==> src/rtl/hport_pkg.sv <==
package hport_pkg;

    // Host access codes; the encoding is decoded by the cycle engine.
    typedef enum logic [1:0] {
        ACC_CTRL     = 2'b00,
        ACC_DATA_INC = 2'b01,
        ACC_ADDR     = 2'b10,
        ACC_DATA_FIX = 2'b11
    } acc_e;

    // Control register bit positions seen by the host.
    localparam int unsigned CTRL_WIDE_BIT = 0;
    localparam int unsigned CTRL_IRQ_BIT  = 1;

    // Host pins that are not part of the data bus.
    localparam int unsigned CTL_PINS = 7;

endpackage

==> src/rtl/hport_sync.sv <==
module hport_sync #(
    parameter int unsigned W      = 8,
    parameter int unsigned STAGES = 2
) (
    input  logic         clk,
    input  logic         rst_n,
    input  logic [W-1:0] rst_val,
    input  logic [W-1:0] d_in,
    output logic [W-1:0] d_out
);

    logic [STAGES-1:0][W-1:0] chain_q;
    logic [STAGES-1:0][W-1:0] chain_d;

    always_comb begin
        chain_d = {chain_q[STAGES-2:0], d_in};
    end

    always_ff @(posedge clk) begin
        if (!rst_n) begin
            chain_q <= {STAGES{rst_val}};
        end else begin
            chain_q <= chain_d;
        end
    end

    assign d_out = chain_q[STAGES-1];

endmodule

==> src/rtl/hport_irq.sv <==
module hport_irq (
    input  logic clk,
    input  logic rst_n,
    input  logic irq_set,
    input  logic irq_clr,
    output logic irq_bit
);

    logic bit_d, bit_q;

    // Host clear wins over a coincident set.
    always_comb begin
        bit_d = bit_q;
        if (irq_set) begin
            bit_d = 1'b1;
        end
        if (irq_clr) begin
            bit_d = 1'b0;
        end
    end

    always_ff @(posedge clk) begin
        if (!rst_n) begin
            bit_q <= 1'b0;
        end else begin
            bit_q <= bit_d;
        end
    end

    assign irq_bit = bit_q;

    // clearing write drops the bit next cycle
    a_r10_clear_drops: assert property (@(posedge clk) disable iff (!rst_n)
        irq_clr |=> !irq_bit);

    // set pulse without a clear raises the bit next cycle
    a_r10_set_raises: assert property (@(posedge clk) disable iff (!rst_n)
        (irq_set && !irq_clr) |=> irq_bit);

endmodule

==> src/rtl/hport_cycle.sv <==
module hport_cycle
    import hport_pkg::*;
#(
    parameter int unsigned DW        = 32,
    parameter int unsigned ADDR_STEP = 4
) (
    input  logic          clk,
    input  logic          rst_n,
    input  logic          wide_sel,
    input  logic          s_cs_n,
    input  logic          s_ds1_n,
    input  logic          s_ds2_n,
    input  logic          s_rnw,
    input  logic [1:0]    s_acc,
    input  logic          s_hsel,
    input  logic [DW-1:0] s_data,
    input  logic          irq_bit,
    input  logic          mem_ack,
    input  logic [DW-1:0] mem_rdata,
    output logic          h_ready,
    output logic [DW-1:0] h_dout,
    output logic          h_doe,
    output logic          irq_clr,
    output logic          mem_req,
    output logic          mem_we,
    output logic [DW-1:0] mem_addr,
    output logic [DW-1:0] mem_wdata
);

    localparam int unsigned HW = DW / 2;

    typedef struct packed {
        logic          wide;
        logic          strb;
        logic          cyc;
        logic          rnw;
        acc_e          acc;
        logic          hsel;
        logic          fetch;
        logic          pend;
        logic          pend_we;
        logic          pend_inc;
        logic [DW-1:0] addr;
        logic [DW-1:0] maddr;
        logic [DW-1:0] wdata;
        logic [DW-1:0] rword;
        logic [HW-1:0] wlo;
    } state_t;

    state_t q, d;

    logic          strobe;
    logic          start;
    logic          finish;
    logic          first_half;
    logic [DW-1:0] ctrl_word;
    logic [DW-1:0] src_word;

    always_comb begin
        d       = q;
        irq_clr = 1'b0;

        strobe     = !s_cs_n && (s_ds1_n != s_ds2_n);
        start      = strobe && !q.strb;
        finish     = !strobe && q.strb;
        first_half = q.wide || !q.hsel;
        d.strb     = strobe;

        // Acknowledge of the outstanding word
        if (q.pend && mem_ack) begin
            d.pend = 1'b0;
            if (!q.pend_we) begin
                d.rword = mem_rdata;
            end
            if (q.pend_inc) begin
                d.addr = q.addr + DW'(ADDR_STEP);
            end
        end

        // Deferred read fetch, once nothing is outstanding
        if (q.fetch && !q.pend) begin
            d.fetch    = 1'b0;
            d.pend     = 1'b1;
            d.pend_we  = 1'b0;
            d.pend_inc = (q.acc == ACC_DATA_INC);
            d.maddr    = q.addr;
        end

        // Strobe becomes active: capture the cycle controls
        if (start) begin
            d.cyc   = 1'b1;
            d.rnw   = s_rnw;
            d.acc   = acc_e'(s_acc);
            d.hsel  = q.wide ? 1'b0 : s_hsel;
            d.fetch = s_rnw && s_acc[0] && (q.wide || !s_hsel);
        end

        // Strobe released: writes take effect here
        if (finish && q.cyc) begin
            d.cyc = 1'b0;
            if (!q.rnw) begin
                case (q.acc)
                    ACC_CTRL: begin
                        if (first_half && s_data[CTRL_IRQ_BIT]) begin
                            irq_clr = 1'b1;
                        end
                    end
                    ACC_ADDR: begin
                        if (q.wide) begin
                            d.addr = s_data;
                        end else if (q.hsel) begin
                            d.addr[DW-1:HW] = s_data[HW-1:0];
                        end else begin
                            d.addr[HW-1:0] = s_data[HW-1:0];
                        end
                    end
                    default: begin
                        if (!q.wide && !q.hsel) begin
                            d.wlo = s_data[HW-1:0];
                        end else begin
                            d.pend     = 1'b1;
                            d.pend_we  = 1'b1;
                            d.pend_inc = (q.acc == ACC_DATA_INC);
                            d.maddr    = q.addr;
                            d.wdata    = q.wide ? s_data : {s_data[HW-1:0], q.wlo};
                        end
                    end
                endcase
            end
        end
    end

    always_ff @(posedge clk) begin
        if (!rst_n) begin
            q      <= '0;
            q.wide <= wide_sel;
        end else begin
            q <= d;
        end
    end

    // Host-visible read value
    always_comb begin
        ctrl_word                = '0;
        ctrl_word[CTRL_WIDE_BIT] = q.wide;
        ctrl_word[CTRL_IRQ_BIT]  = irq_bit;
        case (q.acc)
            ACC_CTRL: src_word = ctrl_word;
            ACC_ADDR: src_word = q.addr;
            default:  src_word = q.rword;
        endcase
        if (q.wide) begin
            h_dout = src_word;
        end else if (q.hsel) begin
            h_dout = {{HW{1'b0}}, src_word[DW-1:HW]};
        end else begin
            h_dout = {{HW{1'b0}}, src_word[HW-1:0]};
        end
    end

    assign h_ready   = q.cyc && !q.pend && !q.fetch;
    assign h_doe     = q.cyc && q.rnw;
    assign mem_req   = q.pend;
    assign mem_we    = q.pend_we;
    assign mem_addr  = q.maddr;
    assign mem_wdata = q.wdata;

    // request fields hold until acknowledged
    a_r12_req_hold: assert property (@(posedge clk) disable iff (!rst_n)
        (mem_req && !mem_ack) |=> (mem_req && $stable(mem_addr) && $stable(mem_we) && $stable(mem_wdata)));

    // no completion permission while a word is outstanding
    a_r7_wait_pending: assert property (@(posedge clk) disable iff (!rst_n)
        mem_req |-> !h_ready);

    // latched width never changes outside reset
    a_r6_mode_frozen: assert property (@(posedge clk) disable iff (!rst_n)
        $stable(q.wide));

    // a write request starts only as the strobe is released
    a_r9_write_at_release: assert property (@(posedge clk) disable iff (!rst_n)
        ($rose(mem_req) && mem_we) |-> ($past(q.strb) && !q.strb));

endmodule

==> src/rtl/hport_front.sv <==
module hport_front
    import hport_pkg::*;
#(
    parameter int unsigned DATA_W      = 32,
    parameter int unsigned ADDR_STEP   = 4,
    parameter int unsigned SYNC_STAGES = 2
) (
    input  logic              clk,
    input  logic              rst_n,
    input  logic              wide_sel,
    input  logic              h_cs_n,
    input  logic              h_ds1_n,
    input  logic              h_ds2_n,
    input  logic              h_rnw,
    input  logic [1:0]        h_acc,
    input  logic              h_hsel,
    input  logic [DATA_W-1:0] h_din,
    output logic [DATA_W-1:0] h_dout,
    output logic              h_doe,
    output logic              h_ready,
    output logic              h_int_n,
    input  logic              irq_set,
    output logic              mem_req,
    output logic              mem_we,
    output logic [DATA_W-1:0] mem_addr,
    output logic [DATA_W-1:0] mem_wdata,
    input  logic              mem_ack,
    input  logic [DATA_W-1:0] mem_rdata
);

    localparam int unsigned SW = CTL_PINS + DATA_W;

    logic [SW-1:0]     raw_pins;
    logic [SW-1:0]     sync_pins;
    logic [SW-1:0]     idle_pins;
    logic              s_cs_n, s_ds1_n, s_ds2_n, s_rnw, s_hsel;
    logic [1:0]        s_acc;
    logic [DATA_W-1:0] s_data;
    logic              irq_bit;
    logic              irq_clr;

    assign raw_pins  = {h_cs_n, h_ds1_n, h_ds2_n, h_rnw, h_acc, h_hsel, h_din};
    assign idle_pins = {3'b111, {(SW-3){1'b0}}};
    assign {s_cs_n, s_ds1_n, s_ds2_n, s_rnw, s_acc, s_hsel, s_data} = sync_pins;

    hport_sync #(
        .W      (SW),
        .STAGES (SYNC_STAGES)
    ) u_sync (
        .clk     (clk),
        .rst_n   (rst_n),
        .rst_val (idle_pins),
        .d_in    (raw_pins),
        .d_out   (sync_pins)
    );

    hport_cycle #(
        .DW        (DATA_W),
        .ADDR_STEP (ADDR_STEP)
    ) u_cycle (
        .clk       (clk),
        .rst_n     (rst_n),
        .wide_sel  (wide_sel),
        .s_cs_n    (s_cs_n),
        .s_ds1_n   (s_ds1_n),
        .s_ds2_n   (s_ds2_n),
        .s_rnw     (s_rnw),
        .s_acc     (s_acc),
        .s_hsel    (s_hsel),
        .s_data    (s_data),
        .irq_bit   (irq_bit),
        .mem_ack   (mem_ack),
        .mem_rdata (mem_rdata),
        .h_ready   (h_ready),
        .h_dout    (h_dout),
        .h_doe     (h_doe),
        .irq_clr   (irq_clr),
        .mem_req   (mem_req),
        .mem_we    (mem_we),
        .mem_addr  (mem_addr),
        .mem_wdata (mem_wdata)
    );

    hport_irq u_irq (
        .clk     (clk),
        .rst_n   (rst_n),
        .irq_set (irq_set),
        .irq_clr (irq_clr),
        .irq_bit (irq_bit)
    );

    assign h_int_n = ~irq_bit;

endmodule

==> config.mk <==
export PLATFORM = sky130hd
export DESIGN_NAME = hport_front
export DESIGN_NICKNAME = d
export VERILOG_FILES = /design/src/rtl/hport_pkg.sv /design/src/rtl/hport_sync.sv /design/src/rtl/hport_irq.sv /design/src/rtl/hport_cycle.sv /design/src/rtl/hport_front.sv
export SDC_FILE = /design/constraint.sdc
export NUM_CORES = 1
export LEC_CHECK = 0
export BUFFER_PORTS_ARGS = -buffer_cell sky130_fd_sc_hd__buf_2
export CAP_MARGIN = 15
export CORE_MARGIN = 2
export CORE_UTILIZATION = 50
export CTS_CLUSTER_SIZE = 12
export DETAILED_ROUTE_END_ITERATION = 12
export GPL_TIMING_DRIVEN = 0
export PLACE_DENSITY = 0.73
export SETUP_SLACK_MARGIN = 0.1
export SYNTH_ARGS = -nofsm -noshare
export SYNTH_HDL_FRONTEND = slang
export SYNTH_SLANG_ARGS = --single-unit
==> constraint.sdc <==
create_clock -name clk -period 1.8 [get_ports clk]
set_input_delay 0.27 -clock clk [delete_from_list [all_inputs] [get_ports clk]]
set_output_delay 0.27 -clock clk [all_outputs]
set_load 0.02 [all_outputs]
==> results by stage <==
Routing:
- The remaining number of nets flagged by the antenna check after routing is 0.
- The count of vias placed by the detailed router is 8665.
- For this block, the routed nets add up to between 30 and 40 mm of wire.
- Before antenna repair, the detailed router went through 5 iterations.
- Dividing the detail-routed wire length by the instance count gives 19.7 um.
- After the first detailed-routing iteration, the DRC count stood at 521.
- After detailed routing, the number of remaining DRC violations is 0.
- After detailed routing, the number of vias per cell comes to 5.55.

Synth:
- In this run, synthesis produced a sequential element count of around 230.
- In the post-synthesis netlist, the cell with the most instances is sky130_fd_sc_hd__dfxtp_1.
- The number of distinct library cells after synthesis is 46.
- After synthesis, the largest family of logic cells by area is simple AND/OR/NAND/NOR gates.
- The area share of and/or/nand/nor cells after synthesis is 18.0%.
- After Yosys synthesis, XOR and XNOR cells account for ~2.7% of the synthesized area.
- The mux cell area share after synthesis is 10.1%.
- Counting flops with a built-in enable in the synthesized netlist gives 1.
- Of all cell types, the one taking the most synthesized area is sky130_fd_sc_hd__dfxtp_1.
- Of the total synthesized cell area, the portion taken by full adders, half adders and majority gates is 0.130%.
- Sorting the synthesized cells by how often they occur yields 233 x sky130_fd_sc_hd__dfxtp_1, 104 x sky130_fd_sc_hd__nor2_1, 92 x sky130_fd_sc_hd__mux2i_1, 76 x sky130_fd_sc_hd__and2_1, 76 x sky130_fd_sc_hd__nand2_1.
- The warning count from the yosys run is 0.
- The prevailing post-synth register cell is sky130_fd_sc_hd__dfxtp_1.
- A synthesized cell averages about 9.5 um2.
- Yosys attributes the largest share of cell area to sky130_fd_sc_hd__dfxtp_1 49%, sky130_fd_sc_hd__mux2i_1 9.6%, sky130_fd_sc_hd__buf_4 5.2%, sky130_fd_sc_hd__and2_1 5.0%, sky130_fd_sc_hd__nor2_1 4.1%.
- In the synthesized netlist the async set-or-reset flop fraction comes to 0%.
- The share of the synthesized area in the top cell type is 48.6%.
- The compound-gate portion of the synthesized area is between 10% and 20%.
- The number of nets handed over by synthesis was about 1100.
- The post-synthesis instance total is 1015.
- In this run the cell area of the synthesized design comes to 9600 um2.
- Summing the sequential cell areas from Yosys gives 48.9% of the chip area.

Worst setup path:
- For flop-to-flop paths, the worst setup slack is -0.09 ns.
- The maximum fanout along the worst path is 5.
- STA classifies the critical path endpoint as an output port.
- The beginning of the critical path is u_cycle.ctrl_word[0].
- The data arrival time of the critical path is 1.96 ns.
- STA classifies the critical path startpoint as a flip-flop.
- The worst register-to-register path ends at u_cycle.q[125].
- At the worst endpoint, the required time is 1.53 ns.
- The type of the worst setup path is flip-flop to output port.
- The number of cells on the worst reg-to-reg path is 8.
- In this run the critical register-to-register path is launched from u_cycle.ctrl_word[0].

Placement:
- Input and output buffers added on the ports amount to 176.
- The detailed-placement wirelength estimate is 19.1 mm.
- The pre-CTS worst setup slack is -0.640 ns.
- The congestion estimate from routability-driven global placement came to a little over 0.9.
- The placed instance area is ~11000 um2.

STA:
- The worst path setup slack after routing is -0.430 ns.
- Derived from the worst setup path, the maximum achievable clock frequency is between 400 and 500 MHz.
- The post-route clock period utilization is 124%.
- At the pin with the least slew margin, the transition time is 0.833 ns.
- Setup violations remaining at the end of the flow were counted as 33.
- The worst slew margin relative to its limit is 44.5%.
- For the final database, setup skew stands at 0.0232 ns.
- The number of pins with negative max-slew slack in the final report came to 0.
- Summed over all failing endpoints, the final setup total negative slack is -9.55 ns.
- Setup repair after global routing could not meet its margin everywhere.
- The final hold violation count is 0.
- After layout, the minimum clock period comes to 2.23 ns.

Floorplanning:
- The die covers 20300 um2.
- After floorplanning, the core was sized to cover 18800 um2.
- In this run the horizontal extent of the chip is between 100 and 150 um.
- 177 I/O pins were placed.
- For this configuration, the core starts out at a cell density of just over 50%.
- In this run the core area contains 50 standard-cell rows.
- The vertical die dimension is 143 um.

CTS:
- TritonCTS created 24 clock buffers.
- After clock tree synthesis, the clock-pin slew on the worst setup and hold paths is 0.06 ns.
- CTS built an H-tree with a depth of 1.
- The CTS root buffer is sky130_fd_sc_hd__clkbuf_16.
- For the worst-skew pair, the clock arrives at the later sink with an insertion delay of 0.52 ns.
- The clock passes through at most 3 buffers.
- The TritonCTS clock tree is done.
- The clock net in this run drives a total of 234 sinks.

Layout:
- The antenna diode count is 0.
- Cells fill 74.3% of the core in the end.
- Compared with the post-synthesis result, the final layout area differs by 45.3%.
- The post-route netlist has 38.4% of its cells at a drive strength greater than 1.
- Summing all non-filler instances in the final layout gives an area of 13900 um2.
- The post-layout net count is 1394.
- Fill cells in the final layout number 1197.

Pwr:
- The worst-case IR drop observed on VDD is 0.697 mV.
- The total design power is 10.7 mW.
- The power density relative to cell area is 766 nW/um2.
- In this run the static leakage power is 5.86 nW.

Global route:
- The number of global-route vias before repair is 8380.
- The initial antenna violation count is 0.
- Entering global routing, the biggest net connects 14 pins.
- Global routing used between 20% and 30% of the available tracks.
- The first global-routing pass estimated 44.6 mm of wire.
- The sum of overflow across all layers after global routing is 0.

Min path:
- The worst hold path class is input port to flip-flop.
- The worst hold path passes through 3 cells.
- The hold path endpoint is u_cycle.q[45].
- The worst min-delay path startpoint is mem_rdata[29].

Run:
- The tool flagged a number of max-cap violations equal to 0.

Outcome:
- The checks that failed: negative setup slack.
- The run finished, with violations left.
area by class of cell:
type                       count  area (um2)  share of cell area, %
buffer                       132        1160                   8.30
clock buffer                  37         741                   5.31
inverter                      14        52.6                  0.377
multi-input combinational    634        4820                   34.6
sequential                   234        4740                   34.0
tap                          234         293                   2.10
timing repair buffer         277        2140                   15.4
cell families after synthesis:
kind of cell / count (synthesis)
AOI/OAI and AO/OA: 171
and+or+nand+nor: 337
muxes: 96
DFF: 234
adders and majority gates: 1
xor gates and xnor gates: 29
buffers and inverters: 147
worst max-delay path by stage:
stage / end / slack [ns] / cells after the start
2_1_floorplan: h_dout[8] / 0.03 / 5
3_3_place_gp: h_dout[0] / -0.64 / 4
3_5_place_dp: h_dout[0] / -0.64 / 4
4_1_cts: h_dout[13] / -0.39 / 7
5_1_grt: h_dout[13] / -0.45 / 7
6_report: h_dout[13] / -0.43 / 7
power breakdown:
group / total [mW] / switching (mW) / internal, mW / leakage, nW
Combinational: 0.660 / 0.306 / 0.355 / 3.58
Sequential: 5.32 / 0.0569 / 5.26 / 1.92
Clock: 4.70 / 1.91 / 2.79 / 0.364
Total: 10.7 / 2.28 / 8.40 / 5.86
critical path, stage by stage, from the launching register on:
cell,delay [ns]
sky130_fd_sc_hd__edfxtp_1,0.44
sky130_fd_sc_hd__nor2_4,0.07
sky130_fd_sc_hd__buf_12,0.13
sky130_fd_sc_hd__clkbuf_16,0.16
sky130_fd_sc_hd__buf_12,0.13
sky130_fd_sc_hd__a221oi_4,0.30
sky130_fd_sc_hd__a21oi_2,0.06
sky130_fd_sc_hd__buf_6,0.14
registers in the layout, summed over array words and instances (netlist names):
| name | cells |
|---|---|
| u_sync.d_out | 39 |
| u_cycle.mem_we | 1 |
| u_cycle.q | 88 |
| u_cycle.mem_req | 1 |
| u_cycle.ctrl_word | 1 |
| u_irq.irq_bit | 1 |
| u_sync.chain_d | 39 |
| u_cycle.mem_addr | 32 |
| u_cycle.mem_wdata | 32 |
per-stage QoR:
stage	hold slack, ns	instances
2_1_floorplan	0.369	1015
3_3_place_gp	0.390	1425
3_5_place_dp	0.394	1425
4_1_cts	0.00175	1542
5_1_grt	0.0177	1562
6_report	0.0125	1562
metal layers:
layer	GRT usage [%]	vias to the layer above	part of all wire, %
met5	0	-	0
met2	48.3	471	48
met1	34.7	4093	40
met3	3.94	116	7.0
li1	-	3985	-
met4	13.5	0	5.2
timing repair:
| item | in CTS | in global routing |
|---|---|---|
| hold buffers | 47 | 0 |
| endpoints found under the hold margin | 47 | 0 |
| gates cloned | 6 | 4 |
| pin swaps | 39 | 30 |
| resized for setup | 217 | 128 |
| buffers inserted | 27 | 21 |
| endpoints found under the setup margin | 150 | 166 |
cells in the final DEF, fill, tap and decap left out, types with 7 or more instances in the layout:
| cell type | instances |
|---|---|
| sky130_fd_sc_hd__clkbuf_8 | 7 |
| sky130_fd_sc_hd__a211oi_2 | 10 |
| sky130_fd_sc_hd__nor2b_4 | 16 |
| sky130_fd_sc_hd__a22oi_2 | 16 |
| sky130_fd_sc_hd__a211oi_1 | 24 |
| sky130_fd_sc_hd__xnor2_1 | 7 |
| sky130_fd_sc_hd__a221oi_4 | 14 |
| sky130_fd_sc_hd__a21oi_2 | 15 |
| sky130_fd_sc_hd__and2_1 | 76 |
| sky130_fd_sc_hd__xor2_1 | 21 |
| sky130_fd_sc_hd__mux2i_1 | 85 |
| sky130_fd_sc_hd__nand4_1 | 15 |
| sky130_fd_sc_hd__buf_6 | 45 |
| sky130_fd_sc_hd__clkbuf_16 | 39 |
| sky130_fd_sc_hd__buf_4 | 102 |
| sky130_fd_sc_hd__and3_1 | 7 |
| sky130_fd_sc_hd__buf_12 | 9 |
| sky130_fd_sc_hd__clkbuf_1 | 33 |
| sky130_fd_sc_hd__buf_8 | 10 |
| sky130_fd_sc_hd__dlygate4sd3_1 | 47 |
| sky130_fd_sc_hd__nand3_1 | 9 |
| sky130_fd_sc_hd__buf_2 | 149 |
| sky130_fd_sc_hd__dfxtp_1 | 211 |
| sky130_fd_sc_hd__inv_1 | 12 |
| sky130_fd_sc_hd__o21ai_2 | 13 |
| sky130_fd_sc_hd__dfxtp_2 | 15 |
| sky130_fd_sc_hd__nand2b_1 | 8 |
| sky130_fd_sc_hd__dfxtp_4 | 7 |
| sky130_fd_sc_hd__nand2_1 | 75 |
| sky130_fd_sc_hd__nor2_1 | 100 |
| sky130_fd_sc_hd__a21oi_1 | 53 |
No activity file was read; power rests on OpenSTA's default activity.
